==> config.mk <==
export PLATFORM = sky130hd
export DESIGN_NAME = mono_audio_port
export DESIGN_NICKNAME = d
export VERILOG_FILES = /design/src/rtl/aport_pkg.sv /design/src/rtl/aport_timing.sv /design/src/rtl/aport_tx.sv /design/src/rtl/aport_rx.sv /design/src/rtl/mono_audio_port.sv
export SDC_FILE = /design/constraint.sdc
export NUM_CORES = 1
export LEC_CHECK = 0
export ABC_CLOCK_PERIOD_IN_PS = 4340
export CAP_MARGIN = 20
export CORE_ASPECT_RATIO = 0.8
export CORE_MARGIN = 2
export CORE_UTILIZATION = 56
export DETAILED_ROUTE_END_ITERATION = 12
export GPL_ROUTABILITY_DRIVEN = 0
export GPL_TIMING_DRIVEN = 0
export PLACE_DENSITY = 0.8
export SYNTH_ARGS = -nofsm -noshare
export SYNTH_HDL_FRONTEND = slang
export SYNTH_SLANG_ARGS = --single-unit
==> constraint.sdc <==
create_clock -name clk -period 4.34 [get_ports clk]
set_input_delay 0.868 -clock clk [delete_from_list [all_inputs] [get_ports clk]]
set_output_delay 0.868 -clock clk [all_outputs]
set_load 0.1 [all_outputs]
==> src/rtl/aport_pkg.sv <==
// Shared types and small decode helpers for the mono audio serial port.
// Assumes the framing select is static while the port runs.
package aport_pkg;

    typedef enum logic [1:0] {
        FMT_DSP  = 2'b00,
        FMT_LJ_A = 2'b01,
        FMT_LJ_B = 2'b10,
        FMT_I2S  = 2'b11
    } fmt_e;

    // Half-bit slot at which the MSB is launched, counted from frame start.
    function automatic logic [1:0] word_offset(fmt_e f, logic half_shift);
        logic [1:0] off;
        case (f)
            FMT_I2S: off = 2'd2;
            FMT_DSP: off = half_shift ? 2'd1 : 2'd0;
            default: off = 2'd0;
        endcase
        return off;
    endfunction

    // 1 when the frame-start bit-clock edge is a rising edge.
    function automatic logic start_edge_rises(fmt_e f, logic edge_inv);
        return (f == FMT_DSP) && !edge_inv;
    endfunction

endpackage

==> src/rtl/aport_timing.sv <==
// Slot timing for the serial port. It keeps a half-bit slot counter.
// Master: a divider steps the counter and the clocks are decoded from it.
// Slave: the counter steps on every synchronized bit-clock edge and is
// cleared by the frame-start edge of the frame clock.
// Assumes half_div >= 2 in master mode and, in slave mode, at least 8
// system clocks per half bit clock.
module aport_timing
    import aport_pkg::*;
#(
    parameter int FRAME_BITS = 32,
    parameter int DIV_W      = 8,
    parameter int TICK_W     = $clog2(2 * FRAME_BITS) + 1
) (
    input  logic              clk,
    input  logic              rst_n,
    input  logic              master,
    input  fmt_e              fmt,
    input  logic              edge_inv,
    input  logic [DIV_W-1:0]  half_div,
    input  logic              bclk_i,
    input  logic              fsync_i,
    output logic [TICK_W-1:0] tick,
    output logic [TICK_W-1:0] cap_tick,
    output logic              adv,
    output logic              bclk_gen,
    output logic              fsync_gen
);
    localparam logic [TICK_W-1:0] LAST = TICK_W'(2 * FRAME_BITS - 1);
    localparam logic [TICK_W-1:0] HALF = TICK_W'(FRAME_BITS);
    localparam logic [TICK_W-1:0] SYNC = TICK_W'(2);

    logic [1:0]        bclk_sync, fsync_sync;
    logic              bclk_d, fsync_d;
    logic [DIV_W-1:0]  div_cnt;
    logic              m_step, s_step, s_align, step;
    logic [TICK_W-1:0] plus1, nxt, cap_nxt;

    // Step and frame-alignment decode for both clocking roles.
    always_comb begin
        m_step  = (div_cnt == half_div);
        s_step  = (bclk_sync[1] != bclk_d);
        s_align = (fmt == FMT_I2S) ? (fsync_d && !fsync_sync[1])
                                   : (!fsync_d && fsync_sync[1]);
        step    = master ? m_step : s_step;
        plus1   = tick + TICK_W'(1);
        if (master) begin
            nxt     = (tick == LAST) ? '0 : plus1;
            cap_nxt = nxt;
        end else begin
            nxt     = s_align ? '0 : ((tick == LAST) ? tick : plus1);
            cap_nxt = s_align ? plus1 : nxt;
        end
    end

    // Synchronizers, divider and slot counter.
    always_ff @(posedge clk) begin
        if (!rst_n) begin
            bclk_sync  <= '0;
            fsync_sync <= '0;
            bclk_d     <= 1'b0;
            fsync_d    <= 1'b0;
            div_cnt    <= '0;
            tick       <= LAST;
            cap_tick   <= LAST;
            adv        <= 1'b0;
        end else begin
            bclk_sync  <= {bclk_sync[0], bclk_i};
            fsync_sync <= {fsync_sync[0], fsync_i};
            bclk_d     <= bclk_sync[1];
            fsync_d    <= fsync_sync[1];
            div_cnt    <= (!master || m_step) ? '0 : div_cnt + DIV_W'(1);
            adv        <= step;
            if (step) begin
                tick     <= nxt;
                cap_tick <= cap_nxt;
            end
        end
    end

    // Master clock levels decoded from the slot counter.
    always_comb begin
        bclk_gen = tick[0] ^ start_edge_rises(fmt, edge_inv);
        case (fmt)
            FMT_DSP: fsync_gen = (tick < SYNC);
            FMT_I2S: fsync_gen = (tick >= HALF);
            default: fsync_gen = (tick < HALF);
        endcase
    end

    assert_tick_step_R3: assert property (@(posedge clk) disable iff (!rst_n)
        (master && adv) |-> (tick == '0 || tick == $past(tick) + TICK_W'(1)));

    assert_fsync_on_bclk_R3: assert property (@(posedge clk) disable iff (!rst_n)
        (master && !$stable(fsync_gen)) |-> !$stable(bclk_gen));

endmodule

==> src/rtl/aport_tx.sv <==
// Transmit side. It holds the word written by the parallel side and
// launches one bit on each even slot counted from the word offset, MSB
// first. Slots past the word are driven 0.
// Assumes tick and adv come from aport_timing.
module aport_tx #(
    parameter int WORD_W = 16,
    parameter int TICK_W = 7
) (
    input  logic              clk,
    input  logic              rst_n,
    input  logic              adv,
    input  logic [TICK_W-1:0] tick,
    input  logic [1:0]        offset,
    input  logic [WORD_W-1:0] tx_data,
    input  logic              tx_valid,
    output logic              ser_out,
    output logic              tx_taken
);
    localparam int IDX_W = TICK_W - 1;
    localparam int BIT_W = $clog2(WORD_W);
    localparam logic [IDX_W-1:0] LIM = IDX_W'(WORD_W);

    logic [WORD_W-1:0] hold, word;
    logic [TICK_W-1:0] off_t, rel;
    logic [IDX_W-1:0]  idx;
    logic [BIT_W-1:0]  bsel;
    logic              launch;

    // Launch slot decode.
    always_comb begin
        off_t  = {{(TICK_W-2){1'b0}}, offset};
        rel    = tick - off_t;
        idx    = rel[TICK_W-1:1];
        bsel   = BIT_W'(WORD_W - 1) - idx[BIT_W-1:0];
        launch = adv && (tick >= off_t) && !rel[0];
    end

    // Holding register, word register and serial output.
    always_ff @(posedge clk) begin
        if (!rst_n) begin
            hold     <= '0;
            word     <= '0;
            ser_out  <= 1'b0;
            tx_taken <= 1'b0;
        end else begin
            if (tx_valid) hold <= tx_data;
            tx_taken <= 1'b0;
            if (launch) begin
                if (idx == '0) begin
                    word     <= hold;
                    ser_out  <= hold[WORD_W-1];
                    tx_taken <= 1'b1;
                end else if (idx < LIM) begin
                    ser_out <= word[bsel];
                end else begin
                    ser_out <= 1'b0;
                end
            end
        end
    end

    assert_msb_first_R2: assert property (@(posedge clk) disable iff (!rst_n)
        tx_taken |-> (ser_out == word[WORD_W-1]));

endmodule

==> src/rtl/aport_rx.sv <==
// Receive side. It synchronizes the serial input and samples it on each
// odd slot counted from the word offset. After the last bit it presents
// the word with a one-cycle strobe. Slots past the word are ignored.
// Assumes cap_tick and adv come from aport_timing.
module aport_rx #(
    parameter int WORD_W = 16,
    parameter int TICK_W = 7
) (
    input  logic              clk,
    input  logic              rst_n,
    input  logic              adv,
    input  logic [TICK_W-1:0] cap_tick,
    input  logic [1:0]        offset,
    input  logic              ser_in,
    output logic [WORD_W-1:0] rx_data,
    output logic              rx_valid
);
    localparam int IDX_W = TICK_W - 1;
    localparam logic [IDX_W-1:0] LIM      = IDX_W'(WORD_W);
    localparam logic [IDX_W-1:0] LAST_IDX = IDX_W'(WORD_W - 1);

    logic [1:0]        in_sync;
    logic [WORD_W-1:0] shreg;
    logic [TICK_W-1:0] off_t, rel;
    logic [IDX_W-1:0]  idx;
    logic              capture;

    // Sample slot decode.
    always_comb begin
        off_t   = {{(TICK_W-2){1'b0}}, offset};
        rel     = cap_tick - off_t;
        idx     = rel[TICK_W-1:1];
        capture = adv && (cap_tick >= off_t) && rel[0] && (idx < LIM);
    end

    // Input synchronizer, shift register and word output.
    always_ff @(posedge clk) begin
        if (!rst_n) begin
            in_sync  <= '0;
            shreg    <= '0;
            rx_data  <= '0;
            rx_valid <= 1'b0;
        end else begin
            in_sync  <= {in_sync[0], ser_in};
            rx_valid <= 1'b0;
            if (capture) begin
                shreg <= {shreg[WORD_W-2:0], in_sync[1]};
                if (idx == LAST_IDX) begin
                    rx_data  <= {shreg[WORD_W-2:0], in_sync[1]};
                    rx_valid <= 1'b1;
                end
            end
        end
    end

    assert_valid_pulse_R7: assert property (@(posedge clk) disable iff (!rst_n)
        rx_valid |=> !rx_valid);

    assert_valid_after_slot_R7: assert property (@(posedge clk) disable iff (!rst_n)
        rx_valid |-> $past(adv));

endmodule

==> src/rtl/mono_audio_port.sv <==
// Mono audio serial port top. It joins slot timing, transmit and receive,
// and gates the clock outputs to 0 in slave mode.
// Assumes the mode inputs only change while rst_n is low.
module mono_audio_port
    import aport_pkg::*;
#(
    parameter int WORD_W     = 16,
    parameter int FRAME_BITS = 32,
    parameter int DIV_W      = 8
) (
    input  logic              clk,
    input  logic              rst_n,
    input  logic              master,
    input  logic [1:0]        fmt_sel,
    input  logic              dsp_edge_inv,
    input  logic              dsp_half_shift,
    input  logic [DIV_W-1:0]  half_div,
    input  logic [WORD_W-1:0] tx_data,
    input  logic              tx_valid,
    output logic              tx_taken,
    output logic [WORD_W-1:0] rx_data,
    output logic              rx_valid,
    input  logic              bclk_i,
    input  logic              fsync_i,
    input  logic              ser_in,
    output logic              bclk_o,
    output logic              fsync_o,
    output logic              ser_out
);
    localparam int TICK_W = $clog2(2 * FRAME_BITS) + 1;

    fmt_e              fmt;
    logic [1:0]        offset;
    logic [TICK_W-1:0] tick, cap_tick;
    logic              adv, bclk_gen, fsync_gen;

    // Mode decode and clock output gating.
    always_comb begin
        fmt     = fmt_e'(fmt_sel);
        offset  = word_offset(fmt, dsp_half_shift);
        bclk_o  = master && bclk_gen;
        fsync_o = master && fsync_gen;
    end

    aport_timing #(.FRAME_BITS(FRAME_BITS), .DIV_W(DIV_W), .TICK_W(TICK_W)) u_timing (
        .clk(clk), .rst_n(rst_n), .master(master), .fmt(fmt),
        .edge_inv(dsp_edge_inv), .half_div(half_div),
        .bclk_i(bclk_i), .fsync_i(fsync_i),
        .tick(tick), .cap_tick(cap_tick), .adv(adv),
        .bclk_gen(bclk_gen), .fsync_gen(fsync_gen)
    );

    aport_tx #(.WORD_W(WORD_W), .TICK_W(TICK_W)) u_tx (
        .clk(clk), .rst_n(rst_n), .adv(adv), .tick(tick), .offset(offset),
        .tx_data(tx_data), .tx_valid(tx_valid),
        .ser_out(ser_out), .tx_taken(tx_taken)
    );

    aport_rx #(.WORD_W(WORD_W), .TICK_W(TICK_W)) u_rx (
        .clk(clk), .rst_n(rst_n), .adv(adv), .cap_tick(cap_tick), .offset(offset),
        .ser_in(ser_in), .rx_data(rx_data), .rx_valid(rx_valid)
    );

endmodule

==> flow_metrics.tcl <==
set metrics [dict create \
    post_cts_resized 0 \
    grtUsageTotal 0.227 \
    drive_gt1_frac 0.0705 \
    first_global_vias 3719 \
    crit_required_ns 3.47 \
    maxCapViolCount 0 \
    die_w_um 105 \
    hold_viol 0 \
    yosysSeqAreaShare 0.421 \
    yosys_most_used_dff "dfxtp_1" \
    tns_ns 0 \
    insertion_delay_ns 0.38 \
    cts_setup_buffers 0 \
    die_height_um 85.2 \
    maxSlewHeadroom 0.343 \
    num_vias 3735 \
    place_area_mm2 0.00528 \
    drt-initial-drc-count 246 \
    wl_per_cell_um 14.1 \
    hpwl_um 7060 \
    rrSetupSlack_ns 1.31 \
    status "finished clean" \
    multi_input_area_mm2 0.00243 \
    synth_top_area_cell "dfxtp_1" \
    wl_um 9520 \
    pin_count 56 \
    crit_fanout 4 \
    synth_area_leaders "dfxtp_1, mux2i_1, nand2_1" \
    power-per-cell-area_mw_per_mm2 311 \
    yosysUniqueCellTypes 58 \
    fmax_ghz 0.238 \
    drt-pass1-iter-count 5 \
    timing_worst_slew_pin_value_ns 0.982 \
    antenna_cells 0 \
    cts-root-buf "clkbuf_8" \
    p_leak_nw 2.13 \
    cts.htree.levels 3 \
    nNetsFinal 607 \
    whs_ns 0.441 \
    ys_warn_count 0 \
    critPathLaunchType "input port" \
    min_path_type "flip-flop to flip-flop" \
    startpoint "fmt_sel[0]" \
    hold_buffers 0 \
    cts.sinks 97 \
    avgSynthCellArea_um2 9.26 \
    setup.worst_path.end "fsync_o" \
    synth.cell_area_mm2 0.00461 \
    final_common_cell "dfxtp_1" \
    path_class "input port to primary output" \
    n_fill_cell 634 \
    r2r_end "u_tx.word[10]" \
    arrival_ns 3.33 \
    dieArea_mm2 0.00898 \
    core_mm2 0.00795 \
    regArea_mm2 0.00194 \
    rows 29 \
    finish.instance_area_mm2 0.00545 \
    mostFrequentLayoutCells "dfxtp_1, nand2_1, clkdlybuf4s50_1" \
    cts_tree "built" \
    clock_path_buffers 2 \
    rr_startpoint "u_timing.tick[0]" \
    viasPerCell 5.53 \
    antenna_found_initial 0 \
    grt_max_degree 18 \
    synthesis.nets 543 \
    start_util 0.581 \
    antenna_left 0 \
    drc 0 \
    clk_pin_slew_ns 0.09 \
    synth_top_cell_area_share 0.421 \
    min_period_ns 4.19 \
    end_kind "primary output" \
    fin_skew_ns 0.0153 \
    area_growth_pct 18.2 \
    globalRouteOverflowTotal 0 \
    reg2regPathDepth 9 \
    grt_pass1_wl_um 16500 \
    syn_inst 498 \
    rsz0062_at_grt "false" \
    async_flop_share 0 \
    portBuffers 53 \
    synth_edf_count 0 \
    synth_seq_cells 97 \
    ir_worst_vdd_uv 192 \
    min_period_over_period 0.966 \
    finalSetupViolCount 0 \
    drv_slew 0 \
    cts_buffers 9 \
]
==> sequential cells by signal, indices dropped and copies added, names as in the netlist, 2 cells and up <==
name                 count
u_timing.bclk_sync       2
u_rx.rx_data            16
u_tx.word               16
u_rx.in_sync             2
u_timing.fsync_sync      2
u_rx.shreg              15
u_timing.tick            7
u_tx.hold               16
u_timing.cap_tick        7
u_timing.div_cnt         8
==> metal layers <==
layer  vias up  track usage  wire length, um
li1       1891            -                -
met1      1717        0.280             4350
met2       108        0.383             4470
met3        19       0.0538              540
met4         0       0.0933              153
met5         -            0                0
==> through the flow <==
step,std cells,power [W],utilization,setup WS [ns]
final,675,0.00170,0.686,0.146
after global routing,675,0.00178,0.686,0.0259
after global placement,659,0.00117,0.664,0.0278
after floorplan,498,0.00110,-,0.792
after detailed placement,659,0.00117,0.664,-0.00721
after CTS,675,0.00171,0.686,0.137
==> worst min-delay path by stage <==
stage                           start                      to  slack, ns  cells after the start
2_1_floorplan         u_rx.in_sync[0]         u_rx.in_sync[1]       0.41                      1
3_3_place_gp   u_timing.fsync_sync[0]  u_timing.fsync_sync[1]       0.41                      1
3_5_place_dp          u_rx.in_sync[0]         u_rx.in_sync[1]       0.42                      1
4_1_cts               u_rx.in_sync[0]         u_rx.in_sync[1]       0.45                      1
5_1_grt               u_rx.in_sync[0]         u_rx.in_sync[1]       0.45                      1
6_report              u_rx.in_sync[0]         u_rx.in_sync[1]       0.44                      1
==> power breakdown <==
part           internal (W)  switching (W)  total [W]
Combinational     0.0000970       0.000136   0.000233
Sequential         0.000909      0.0000146   0.000924
Clock              0.000212       0.000329   0.000541
Total               0.00122       0.000479    0.00170
==> cell usage after synthesis, drive strengths merged, types with 2 or more instances <==
master    n
and3      4
mux2      4
or2       2
xnor2    11
a31oi     3
nand3    13
mux2i    52
inv      12
fa        2
o21a      2
a211oi    2
ha        8
xor2     15
nor2b     3
and2     10
clkbuf   21
o31ai    17
o311ai    2
mux4      4
nor3     11
nand4    17
a21oi    25
nor4      6
o211ai    5
dfxtp    97
nand2    64
nand4bb   2
nor2     39
nand3b    3
nand2b    2
o21ai    13
buf      13
==> area by class of cell <==
type | instances | share of cell area
Clock buffer | 9 | 0.0227
Clock inverter | 7 | 0.00941
Sequential cell | 97 | 0.356
Tap cell | 108 | 0.0248
Timing Repair Buffer | 53 | 0.0973
Multi-Input combinational cell | 354 | 0.446
Inverter | 13 | 0.00895
Buffer | 34 | 0.0346
==> worst max-delay path, stage by stage <==
cell,delay [ns]
clkdlybuf4s50_1,0.49
ha_1,0.30
inv_1,0.20
nor3_1,0.21
o21a_1,0.13
clkdlybuf4s50_1,1.12
==> cells by family (layout without fill, tap and decap cells) <==
| group | count (synthesis) | in the layout | share of synthesized area |
|---|---|---|---|
| simple gates | 180 | 180 | 0.191 |
| flops | 97 | 97 | 0.421 |
| compound gates | 78 | 78 | 0.110 |
| mux | 60 | 60 | 0.145 |
| buf+inv | 47 | 116 | 0.0515 |
| xor+xnor | 26 | 26 | 0.0510 |
| fa+ha+maj | 10 | 10 | 0.0304 |
Power figures use the tool's default switching activity.
